<file path="src/rtl/mac_vl_pkg.sv">
// Package: shared operation-mode type for the variable-latency MAC pipeline.
// Assumes: the mode is a single bit at the top-level port.
package mac_vl_pkg;

    typedef enum logic {
        OP_MUL = 1'b0,
        OP_MAC = 1'b1
    } mac_op_e;

endpackage

</file>
<file path="src/rtl/mac_size_detect.sv">
// Module: mac_size_detect
// Finds the stage in which a multiply can complete. A multiplier whose
// upper bits are pure sign extension of its lowest k slices needs only k
// slice steps. The result is the completion stage number (2..NSTG).
// Assumes: DATA_W is a whole multiple of CHUNK_W. Purely combinational.
module mac_size_detect #(
    parameter int DATA_W  = 32,
    parameter int CHUNK_W = 8,
    parameter int STG_W   = 3
) (
    input  logic [DATA_W-1:0] mult_i,
    output logic [STG_W-1:0]  done_stg_o
);
    localparam int NCH  = DATA_W / CHUNK_W;
    localparam int NSTG = NCH + 1;

    logic [NCH-1:0] fits;

    // One redundancy test per slice count: the top bits down to the sign
    // bit of slice k must all be equal.
    for (genvar k = 0; k < NCH; k++) begin : g_fit
        localparam int LO = CHUNK_W * (k + 1) - 1;
        logic [DATA_W-1-LO:0] upper;
        assign upper    = mult_i[DATA_W-1:LO];
        assign fits[k]  = (&upper) | ~(|upper);
    end

    // Pick the smallest slice count that holds the value.
    always_comb begin
        done_stg_o = STG_W'(NSTG);
        for (int k = NCH - 1; k >= 0; k--) begin
            if (fits[k]) done_stg_o = STG_W'(k + 2);
        end
    end

    // completion stage always lies in M2..M(NSTG)
    always_comb begin
        a_done_range_r2: assert (done_stg_o >= STG_W'(2) && done_stg_o <= STG_W'(NSTG))
            else $error("completion stage out of range");
    end

endmodule

</file>
<file path="src/rtl/mac_stage_tracker.sv">
// Module: mac_stage_tracker
// Tracks which stage (1..NSTG, 0 = empty) the single operation in flight
// occupies. It decides when the operation finishes and when a flush kills
// it. Stages below COMMIT_STG can be killed; later ones cannot.
// Assumes: start_i is only raised while the unit is empty.
module mac_stage_tracker #(
    parameter int NSTG       = 5,
    parameter int STG_W      = 3,
    parameter int COMMIT_STG = 3
) (
    input  logic             clk,
    input  logic             rst_n,
    input  logic             start_i,
    input  logic [STG_W-1:0] done_stg_i,
    input  logic             flush_i,
    output logic [STG_W-1:0] stage_o,
    output logic [STG_W-1:0] done_o,
    output logic             busy_o,
    output logic             finish_o,
    output logic             kill_o
);
    localparam logic [STG_W-1:0] COMMIT = STG_W'(COMMIT_STG);
    localparam logic [STG_W-1:0] ONE    = STG_W'(1);
    localparam logic [STG_W-1:0] LAST   = STG_W'(NSTG);

    logic [STG_W-1:0] stage_q;
    logic [STG_W-1:0] done_q;

    // Kill only an uncommitted operation; finish one that reached its stage.
    always_comb begin
        busy_o   = (stage_q != '0);
        kill_o   = flush_i && busy_o && (stage_q < COMMIT);
        finish_o = busy_o && (stage_q == done_q) && !kill_o;
    end

    // Stage register: load on start, step each cycle, empty on finish/kill.
    always_ff @(posedge clk) begin
        if (!rst_n) begin
            stage_q <= '0;
            done_q  <= '0;
        end else if (kill_o || finish_o) begin
            stage_q <= '0;
        end else if (busy_o) begin
            stage_q <= stage_q + ONE;
        end else if (start_i) begin
            stage_q <= ONE;
            done_q  <= done_stg_i;
        end
    end

    assign stage_o = stage_q;
    assign done_o  = done_q;

    // a kill leaves the unit empty on the next cycle
    p_kill_empties_r8: assert property (@(posedge clk) disable iff (!rst_n)
        kill_o |=> (stage_q == '0));

    // a live, unfinished operation moves forward exactly one stage
    p_step_one_r2: assert property (@(posedge clk) disable iff (!rst_n)
        (busy_o && !finish_o && !kill_o) |=> (stage_q == $past(stage_q) + ONE));

    // the stage never passes the completion stage or the last stage
    p_stage_bound_r2: assert property (@(posedge clk) disable iff (!rst_n)
        busy_o |-> (stage_q <= done_q && stage_q <= LAST));

    // a flush at or after the commit stage leaves the operation alive
    p_commit_alive_r9: assert property (@(posedge clk) disable iff (!rst_n)
        (flush_i && stage_q >= COMMIT) |-> !kill_o);

endmodule

</file>
<file path="src/rtl/mac_mult_datapath.sv">
// Module: mac_mult_datapath
// Holds the operands of the operation in flight. It folds one multiplier
// slice per stage into a 64-bit partial sum, with the final slice taken as
// signed, and on finish writes the product (multiply mode) or the updated
// accumulator (accumulate mode).
// Assumes: stage/done/finish come from mac_stage_tracker; start_i only when idle.
module mac_mult_datapath
    import mac_vl_pkg::*;
#(
    parameter int DATA_W  = 32,
    parameter int CHUNK_W = 8,
    parameter int TAG_W   = 4,
    parameter int STG_W   = 3
) (
    input  logic                  clk,
    input  logic                  rst_n,
    input  logic                  start_i,
    input  mac_op_e               mode_i,
    input  logic [DATA_W-1:0]     a_i,
    input  logic [DATA_W-1:0]     b_i,
    input  logic [TAG_W-1:0]      tag_i,
    input  logic [STG_W-1:0]      stage_i,
    input  logic [STG_W-1:0]      done_i,
    input  logic                  finish_i,
    output logic                  wb_valid_o,
    output logic [TAG_W-1:0]      wb_tag_o,
    output logic [DATA_W-1:0]     wb_data_o,
    output logic [2*DATA_W-1:0]   acc_o
);
    localparam int NCH   = DATA_W / CHUNK_W;
    localparam int ACC_W = 2 * DATA_W;
    localparam int PP_W  = DATA_W + CHUNK_W + 1;
    localparam logic [STG_W-1:0] ONE = STG_W'(1);

    mac_op_e                  mode_q;
    logic [DATA_W-1:0]        a_q;
    logic [DATA_W-1:0]        b_q;
    logic [TAG_W-1:0]         tag_q;
    logic [ACC_W-1:0]         psum_q;
    logic [ACC_W-1:0]         acc_q;
    logic [ACC_W-1:0]         acc_next;

    int                       slice_idx;
    int                       slice_base;
    logic                     last_slice;
    logic [CHUNK_W-1:0]       slice_bits;
    logic signed [CHUNK_W:0]  slice_val;
    logic signed [PP_W-1:0]   a_wide;
    logic signed [PP_W-1:0]   m_wide;
    logic signed [PP_W-1:0]   pp;
    logic signed [ACC_W-1:0]  pp_shift;

    // Select the slice for the current stage and form its shifted partial product.
    always_comb begin
        slice_idx  = (stage_i == '0) ? 0 : int'(stage_i) - 1;
        if (slice_idx > NCH - 1) slice_idx = NCH - 1;
        slice_base = slice_idx * CHUNK_W;
        slice_bits = b_q[slice_base +: CHUNK_W];
        last_slice = (stage_i == done_i - ONE);
        slice_val  = {last_slice & slice_bits[CHUNK_W-1], slice_bits};
        a_wide     = PP_W'($signed(a_q));
        m_wide     = PP_W'(slice_val);
        pp         = a_wide * m_wide;
        pp_shift   = ACC_W'(pp) <<< slice_base;
        acc_next   = acc_q + psum_q;
    end

    // Capture the operands and mode at issue.
    always_ff @(posedge clk) begin
        if (!rst_n) begin
            mode_q <= OP_MUL;
            a_q    <= '0;
            b_q    <= '0;
            tag_q  <= '0;
        end else if (start_i) begin
            mode_q <= mode_i;
            a_q    <= a_i;
            b_q    <= b_i;
            tag_q  <= tag_i;
        end
    end

    // Partial sum: clear at issue, add one slice per stage before completion.
    always_ff @(posedge clk) begin
        if (!rst_n || start_i) begin
            psum_q <= '0;
        end else if (stage_i != '0 && stage_i < done_i) begin
            psum_q <= psum_q + pp_shift;
        end
    end

    // Write-back registers: one-cycle strobe with tag and result.
    always_ff @(posedge clk) begin
        if (!rst_n) begin
            wb_valid_o <= 1'b0;
            wb_tag_o   <= '0;
            wb_data_o  <= '0;
        end else begin
            wb_valid_o <= finish_i;
            if (finish_i) begin
                wb_tag_o  <= tag_q;
                wb_data_o <= (mode_q == OP_MAC) ? acc_next[DATA_W-1:0]
                                                : psum_q[DATA_W-1:0];
            end
        end
    end

    // Accumulator: updated only when an accumulate-mode operation finishes.
    always_ff @(posedge clk) begin
        if (!rst_n) begin
            acc_q <= '0;
        end else if (finish_i && mode_q == OP_MAC) begin
            acc_q <= acc_next;
        end
    end

    assign acc_o = acc_q;

    // the accumulator never moves outside a strobe cycle
    p_acc_quiet_r6: assert property (@(posedge clk) disable iff (!rst_n)
        !wb_valid_o |-> $stable(acc_q));

    // a multiply-mode completion leaves the accumulator alone
    p_mul_keeps_acc_r5: assert property (@(posedge clk) disable iff (!rst_n)
        (wb_valid_o && mode_q == OP_MUL) |-> $stable(acc_q));

    // the strobe lasts one cycle
    p_strobe_single_r7: assert property (@(posedge clk) disable iff (!rst_n)
        wb_valid_o |=> !wb_valid_o);

endmodule

</file>
<file path="src/rtl/mac_varlat_pipe.sv">
// Module: mac_varlat_pipe (top)
// Single-operation multiply / multiply-accumulate unit with latency set by
// the multiplier width. It accepts an issue only when empty, can be killed
// by a flush during its first two stages, and writes back through a
// one-cycle strobe.
// Assumes: the issuing logic holds requests while busy_o is high.
module mac_varlat_pipe
    import mac_vl_pkg::*;
#(
    parameter int DATA_W     = 32,
    parameter int CHUNK_W    = 8,
    parameter int TAG_W      = 4,
    parameter int COMMIT_STG = 3
) (
    input  logic                clk,
    input  logic                rst_n,
    input  logic                issue_i,
    input  logic                op_mode_i,
    input  logic [DATA_W-1:0]   src_a_i,
    input  logic [DATA_W-1:0]   src_b_i,
    input  logic [TAG_W-1:0]    dst_tag_i,
    input  logic                flush_i,
    output logic                busy_o,
    output logic                wb_valid_o,
    output logic [TAG_W-1:0]    wb_tag_o,
    output logic [DATA_W-1:0]   wb_data_o,
    output logic [2*DATA_W-1:0] acc_o
);
    localparam int NCH   = DATA_W / CHUNK_W;
    localparam int NSTG  = NCH + 1;
    localparam int STG_W = $clog2(NSTG + 1);
    localparam logic [STG_W-1:0] COMMIT = STG_W'(COMMIT_STG);

    logic             accept;
    logic [STG_W-1:0] done_stg;
    logic [STG_W-1:0] stage;
    logic [STG_W-1:0] done_q;
    logic             finish;
    logic             kill;
    mac_op_e          mode;

    // Accept a new operation only while the unit is empty.
    always_comb begin
        accept = issue_i && !busy_o;
        mode   = mac_op_e'(op_mode_i);
    end

    mac_size_detect #(
        .DATA_W (DATA_W),
        .CHUNK_W(CHUNK_W),
        .STG_W  (STG_W)
    ) u_size (
        .mult_i    (src_b_i),
        .done_stg_o(done_stg)
    );

    mac_stage_tracker #(
        .NSTG      (NSTG),
        .STG_W     (STG_W),
        .COMMIT_STG(COMMIT_STG)
    ) u_track (
        .clk       (clk),
        .rst_n     (rst_n),
        .start_i   (accept),
        .done_stg_i(done_stg),
        .flush_i   (flush_i),
        .stage_o   (stage),
        .done_o    (done_q),
        .busy_o    (busy_o),
        .finish_o  (finish),
        .kill_o    (kill)
    );

    mac_mult_datapath #(
        .DATA_W (DATA_W),
        .CHUNK_W(CHUNK_W),
        .TAG_W  (TAG_W),
        .STG_W  (STG_W)
    ) u_dp (
        .clk       (clk),
        .rst_n     (rst_n),
        .start_i   (accept),
        .mode_i    (mode),
        .a_i       (src_a_i),
        .b_i       (src_b_i),
        .tag_i     (dst_tag_i),
        .stage_i   (stage),
        .done_i    (done_q),
        .finish_i  (finish),
        .wb_valid_o(wb_valid_o),
        .wb_tag_o  (wb_tag_o),
        .wb_data_o (wb_data_o),
        .acc_o     (acc_o)
    );

    // an accepted issue makes the unit busy on the next cycle
    p_issue_busy_r3: assert property (@(posedge clk) disable iff (!rst_n)
        (issue_i && !busy_o) |=> busy_o);

    // the strobe cycle is never a busy cycle
    p_strobe_idle_r3: assert property (@(posedge clk) disable iff (!rst_n)
        wb_valid_o |-> !busy_o);

    // a flush in M1/M2 yields no strobe and an empty unit
    p_cancel_quiet_r8: assert property (@(posedge clk) disable iff (!rst_n)
        (flush_i && busy_o && stage < COMMIT) |=> (!wb_valid_o && !busy_o));

    // a committed operation survives a flush
    p_commit_survive_r9: assert property (@(posedge clk) disable iff (!rst_n)
        (flush_i && stage >= COMMIT) |=> (busy_o || wb_valid_o));

    // after reset nothing is pending
    p_reset_clean_r1: assert property (@(posedge clk)
        !rst_n |=> (!busy_o && !wb_valid_o && acc_o == '0));

    // kill and finish never coincide
    p_kill_xor_finish_r7: assert property (@(posedge clk) disable iff (!rst_n)
        !(kill && finish));

endmodule

</file>
<file path="config.mk">
export PLATFORM = sky130hd
export DESIGN_NAME = mac_varlat_pipe
export DESIGN_NICKNAME = d
export VERILOG_FILES = /design/src/rtl/mac_vl_pkg.sv /design/src/rtl/mac_size_detect.sv /design/src/rtl/mac_stage_tracker.sv /design/src/rtl/mac_mult_datapath.sv /design/src/rtl/mac_varlat_pipe.sv
export SDC_FILE = /design/constraint.sdc
export NUM_CORES = 1
export LEC_CHECK = 0
export ABC_AREA = 1
export BUFFER_PORTS_ARGS = -buffer_cell sky130_fd_sc_hd__buf_2
export CORE_ASPECT_RATIO = 0.6
export CORE_UTILIZATION = 50
export CTS_CLUSTER_DIAMETER = 200
export DETAILED_ROUTE_END_ITERATION = 12
export PLACE_DENSITY_LB_ADDON = 0.2
export SLEW_MARGIN = 10
export SYNTH_ARGS = -nofsm -noshare
export SYNTH_HDL_FRONTEND = slang
export SYNTH_SLANG_ARGS = --single-unit
</file>
<file path="constraint.sdc">
create_clock -name clk -period 17.11 [get_ports clk]
set_input_delay 0.8555 -clock clk [delete_from_list [all_inputs] [get_ports clk]]
set_output_delay 0.8555 -clock clk [all_outputs]
set_load 0.1 [all_outputs]
</file>
==> metrics.txt <==
# TYPE chip_impl_metric gauge
chip_impl_info{name="status",value="finished, final reports clean"} 1
chip_impl_metric{name="cpPeakStageDelay",unit="ps"} 590
chip_impl_info{name="synth-main-ff-cell",value="sky130_fd_sc_hd__dfxtp_1"} 1
chip_impl_metric{name="ys_ff_latch",unit=""} 240
chip_impl_metric{name="drt_drc_violations_left",unit=""} 0
chip_impl_metric{name="worst-slew-pin-transition",unit="ps"} 1070
chip_impl_info{name="synth.most_common_cell",value="sky130_fd_sc_hd__nand2_1"} 1
chip_impl_metric{name="dp_hpwl",unit="um"} 86200
chip_impl_metric{name="cts_hold_buffers",unit=""} 0
chip_impl_metric{name="syn_to_final_growth",unit="%"} 7.43
chip_impl_info{name="timing.setup.critical_path_class",value="register to register"} 1
chip_impl_info{name="synth_top_cell_by_area",value="sky130_fd_sc_hd__dfxtp_1"} 1
chip_impl_metric{name="clkSinkCount",unit=""} 240
chip_impl_metric{name="cts_max_level",unit=""} 1
chip_impl_metric{name="layout.cell_area.non_filler",unit="mm^2"} 0.0309
chip_impl_info{name="tritoncts",value="done"} 1
chip_impl_metric{name="min_period",unit="ps"} 11850
chip_impl_metric{name="global_route_wire_length_before_repair",unit="um"} 157000
chip_impl_metric{name="ys_seq_area_frac",unit=""} 0.167
chip_impl_info{name="crit_path_end_kind",value="register"} 1
chip_impl_info{name="yosys-top-cells-area",value="sky130_fd_sc_hd__dfxtp_1 17%, sky130_fd_sc_hd__fa_1 16%, sky130_fd_sc_hd__nand2_1 11%"} 1
chip_impl_metric{name="placed_cell_area",unit="mm^2"} 0.0300
chip_impl_info{name="cell_type_group_with_the_largest_total_delay_on_the_critical_path",value="adder cells"} 1
chip_impl_metric{name="multi_input_area",unit="mm^2"} 0.0207
chip_impl_metric{name="drt_iter0_markers",unit=""} 3701
chip_impl_metric{name="worst_slew_margin",unit=""} 0.279
chip_impl_info{name="worst_path_max_delay_cell",value="sky130_fd_sc_hd__nor4_1"} 1
chip_impl_metric{name="finalSetupViolations",unit=""} 0
chip_impl_metric{name="port-buffer-count",unit=""} 174
chip_impl_metric{name="antenna_cells_inserted",unit=""} 0
chip_impl_metric{name="global_route_usage_over_all_layers",unit=""} 0.349
chip_impl_metric{name="worst_clock_skew",unit="ps"} 23.1
chip_impl_metric{name="syn-instance-count",unit=""} 4213
chip_impl_metric{name="synth.avg_cell_area",unit="um^2"} 6.84
chip_impl_metric{name="critPathBufInv",unit=""} 13
chip_impl_metric{name="drt_pass1_iterations",unit=""} 6
chip_impl_metric{name="design.core.area",unit="mm^2"} 0.0563
chip_impl_metric{name="synthArstFlopShare",unit=""} 0
chip_impl_metric{name="worstPathRequired",unit="ps"} 17600
chip_impl_metric{name="wire_per_inst",unit="um"} 20.6
chip_impl_metric{name="post_drt_via_cell_ratio",unit=""} 5.70
chip_impl_metric{name="final_min_period_over_clock_period",unit=""} 0.693
chip_impl_metric{name="clkTransAtPathRegs",unit="ps"} 70
chip_impl_metric{name="fmax",unit="MHz"} 84.4
chip_impl_metric{name="setup_slack",unit="ps"} 5260
chip_impl_metric{name="num_vias",unit=""} 28870
chip_impl_metric{name="cts_max_path_buffers",unit=""} 3
chip_impl_metric{name="die_w",unit="um"} 312
chip_impl_metric{name="yosys_warnings",unit=""} 0
chip_impl_metric{name="crit_path_max_fanout",unit=""} 49
chip_impl_metric{name="design.final.nets",unit=""} 4807
chip_impl_metric{name="ff_latch_area",unit="mm^2"} 0.00480
chip_impl_metric{name="synth_top_area_share",unit=""} 0.167
chip_impl_info{name="unrepaired_setup_endpoints_after_global_routing",value="false"} 1
chip_impl_info{name="timing.hold.worst.class",value="register to register"} 1
chip_impl_metric{name="antenna_viol_nets_final",unit=""} 0
chip_impl_metric{name="numCtsBuffers",unit=""} 27
chip_impl_metric{name="post_route_cells_drive_above_1_share",unit=""} 0.0906
chip_impl_info{name="cts.root.buffer_cell",value="sky130_fd_sc_hd__clkbuf_16"} 1
chip_impl_info{name="setup.worst_path.start_class",value="register"} 1
chip_impl_metric{name="io_pins",unit=""} 175
chip_impl_metric{name="clock_latency",unit="ps"} 610
chip_impl_info{name="synth_top_cells_by_count",value="831 x sky130_fd_sc_hd__nand2_1, 647 x sky130_fd_sc_hd__inv_1, 512 x sky130_fd_sc_hd__nor2_1, 315 x sky130_fd_sc_hd__a21oi_1, 271 x sky130_fd_sc_hd__o21ai_0"} 1
chip_impl_metric{name="critPathArrivalTime",unit="ps"} 12340
chip_impl_metric{name="grt_start_max_net_pins",unit=""} 84
chip_impl_metric{name="final.setup.tns",unit="ps"} 0
chip_impl_metric{name="timing.final.max_slew_violations",unit=""} 0
chip_impl_metric{name="synthesized_nets",unit=""} 4736
chip_impl_metric{name="finalHoldViolations",unit=""} 0
chip_impl_metric{name="antenna_violations_before_repair",unit=""} 1
chip_impl_metric{name="mappedNetlistArea",unit="mm^2"} 0.0288
chip_impl_metric{name="dieArea",unit="mm^2"} 0.0586
chip_impl_metric{name="cap_viol_max_count",unit=""} 0
chip_impl_metric{name="preCtsSetupSlack",unit="ps"} 5790
chip_impl_metric{name="die-height",unit="um"} 188
chip_impl_metric{name="gp_congestion",unit=""} 1.05
chip_impl_metric{name="floorplan.initialDensity",unit=""} 0.511
chip_impl_metric{name="num_rows",unit=""} 67
chip_impl_metric{name="cts_post_setup_buffers_inserted",unit=""} 0
chip_impl_metric{name="ys_types",unit=""} 65
chip_impl_metric{name="fin_worst_hold_slack",unit="ps"} 453
chip_impl_metric{name="first_global_vias",unit=""} 25582
chip_impl_metric{name="detail_route.wirelength",unit="um"} 104000
chip_impl_metric{name="synth-edff-count",unit=""} 0
chip_impl_metric{name="layout.filler_cells",unit=""} 5653
chip_impl_metric{name="cts_resized",unit=""} 0
chip_impl_metric{name="grt-ovfl-total",unit=""} 0
[path summary, 6_finish.rpt]
kind	cells past startpoint	slack, ps	end	start
worst min register to register	2	450	u_dp.wb_tag_o[0]	u_dp.tag_q[0]
worst max register to register	52	5260	u_dp.psum_q[60]	u_track.stage_o[0]
worst min-delay path	2	450	u_dp.wb_tag_o[0]	u_dp.tag_q[0]
worst max-delay path	52	5260	u_dp.psum_q[60]	u_track.stage_o[0]
[per-layer routing]
layer  global-route usage  up-vias  wire (um)  share of wire
li1                     -    13786          -              -
met1                0.591    13528      53100           0.51
met2                0.404     1485      34900           0.33
met3                0.123       69      15000           0.14
met4               0.0390        2       1170          0.011
met5                    0        -          7       0.000067
[layout make-up]
cell class                      count  share of cell area
Multi-Input combinational cell   3152               0.670
Sequential cell                   240               0.155
Inverter                          675              0.0821
Timing Repair Buffer              188              0.0316
Tap cell                          759              0.0307
Clock buffer                       36              0.0249
Clock inverter                     13             0.00574
[flip-flops by register name (all words and copies together) (netlist names)]
| register | flops |
|---|---|
| u_dp.acc_o | 64 |
| u_dp.psum_q | 64 |
| u_dp.a_q | 32 |
| u_dp.b_q | 32 |
| u_dp.wb_data_o | 32 |
| u_dp.tag_q | 4 |
| u_dp.wb_tag_o | 4 |
| u_track.done_o | 3 |
| u_track.stage_o | 3 |
| u_dp.mode_q | 1 |
| u_dp.wb_valid_o | 1 |
[through the flow]
stage,utilization,cells
2_1_floorplan,-,4213
3_3_place_gp,0.532,5014
3_5_place_dp,0.532,5014
4_1_cts,0.549,5063
5_1_grt,0.549,5063
6_report,0.549,5063
[worst reg2reg max path, delay by kind of cell, from the launching register on]
kind / cells / cell delay, ps
flops: 1 / 350
compound gates: 10 / 1930
fa+ha+maj: 8 / 3830
buf+inv: 13 / 2450
simple gates: 21 / 3160
[logic make-up (layout without fill, tap and decap cells)]
kind of cell / count (synthesis) / after routing / share of synthesized area
AO/OA/AOI/OAI: 924 / 924 / 0.192
XOR/XNOR: 76 / 76 / 0.0231
adder cells (fa/ha/maj): 450 / 450 / 0.256
buffers and inverters: 821 / 912 / 0.115
flip-flops: 240 / 240 / 0.167
multiplexers: 3 / 3 / 0.00104
AND/OR/NAND/NOR: 1699 / 1699 / 0.246
[layout by cell type (no fill, tap or decap), types with 9 or more instances in the layout]
cell	synthesis	final
sky130_fd_sc_hd__a22oi_1	27	27
sky130_fd_sc_hd__or2_1	9	9
sky130_fd_sc_hd__buf_4	6	15
sky130_fd_sc_hd__nor4_1	18	17
sky130_fd_sc_hd__o22ai_1	14	14
sky130_fd_sc_hd__nor2_1	512	511
sky130_fd_sc_hd__nand4_1	27	27
sky130_fd_sc_hd__fa_1	233	233
sky130_fd_sc_hd__o21a_1	26	26
sky130_fd_sc_hd__nand3_1	189	189
sky130_fd_sc_hd__inv_2	25	26
sky130_fd_sc_hd__o21ai_1	59	59
sky130_fd_sc_hd__nor2_2	29	27
sky130_fd_sc_hd__buf_2	47	173
sky130_fd_sc_hd__o21ai_2	10	10
sky130_fd_sc_hd__o21bai_1	34	34
sky130_fd_sc_hd__o211ai_1	20	20
sky130_fd_sc_hd__xor2_1	41	41
sky130_fd_sc_hd__a21oi_2	12	12
sky130_fd_sc_hd__o21ai_0	271	271
sky130_fd_sc_hd__inv_1	647	647
sky130_fd_sc_hd__nand2_2	25	25
sky130_fd_sc_hd__nand2_1	831	830
sky130_fd_sc_hd__xnor2_1	35	35
sky130_fd_sc_hd__a31oi_1	36	36
sky130_fd_sc_hd__a21oi_1	315	315
sky130_fd_sc_hd__a221oi_1	17	17
sky130_fd_sc_hd__a21o_1	24	24
sky130_fd_sc_hd__nor3_1	24	24
sky130_fd_sc_hd__dfxtp_1	240	240
sky130_fd_sc_hd__clkbuf_16	0	27
sky130_fd_sc_hd__ha_1	217	217
sky130_fd_sc_hd__nand3_2	9	9
Power is left out: the tool's default activity adds up to more than one toggle a clock period on the data nets, which glitch-free logic cannot reach.
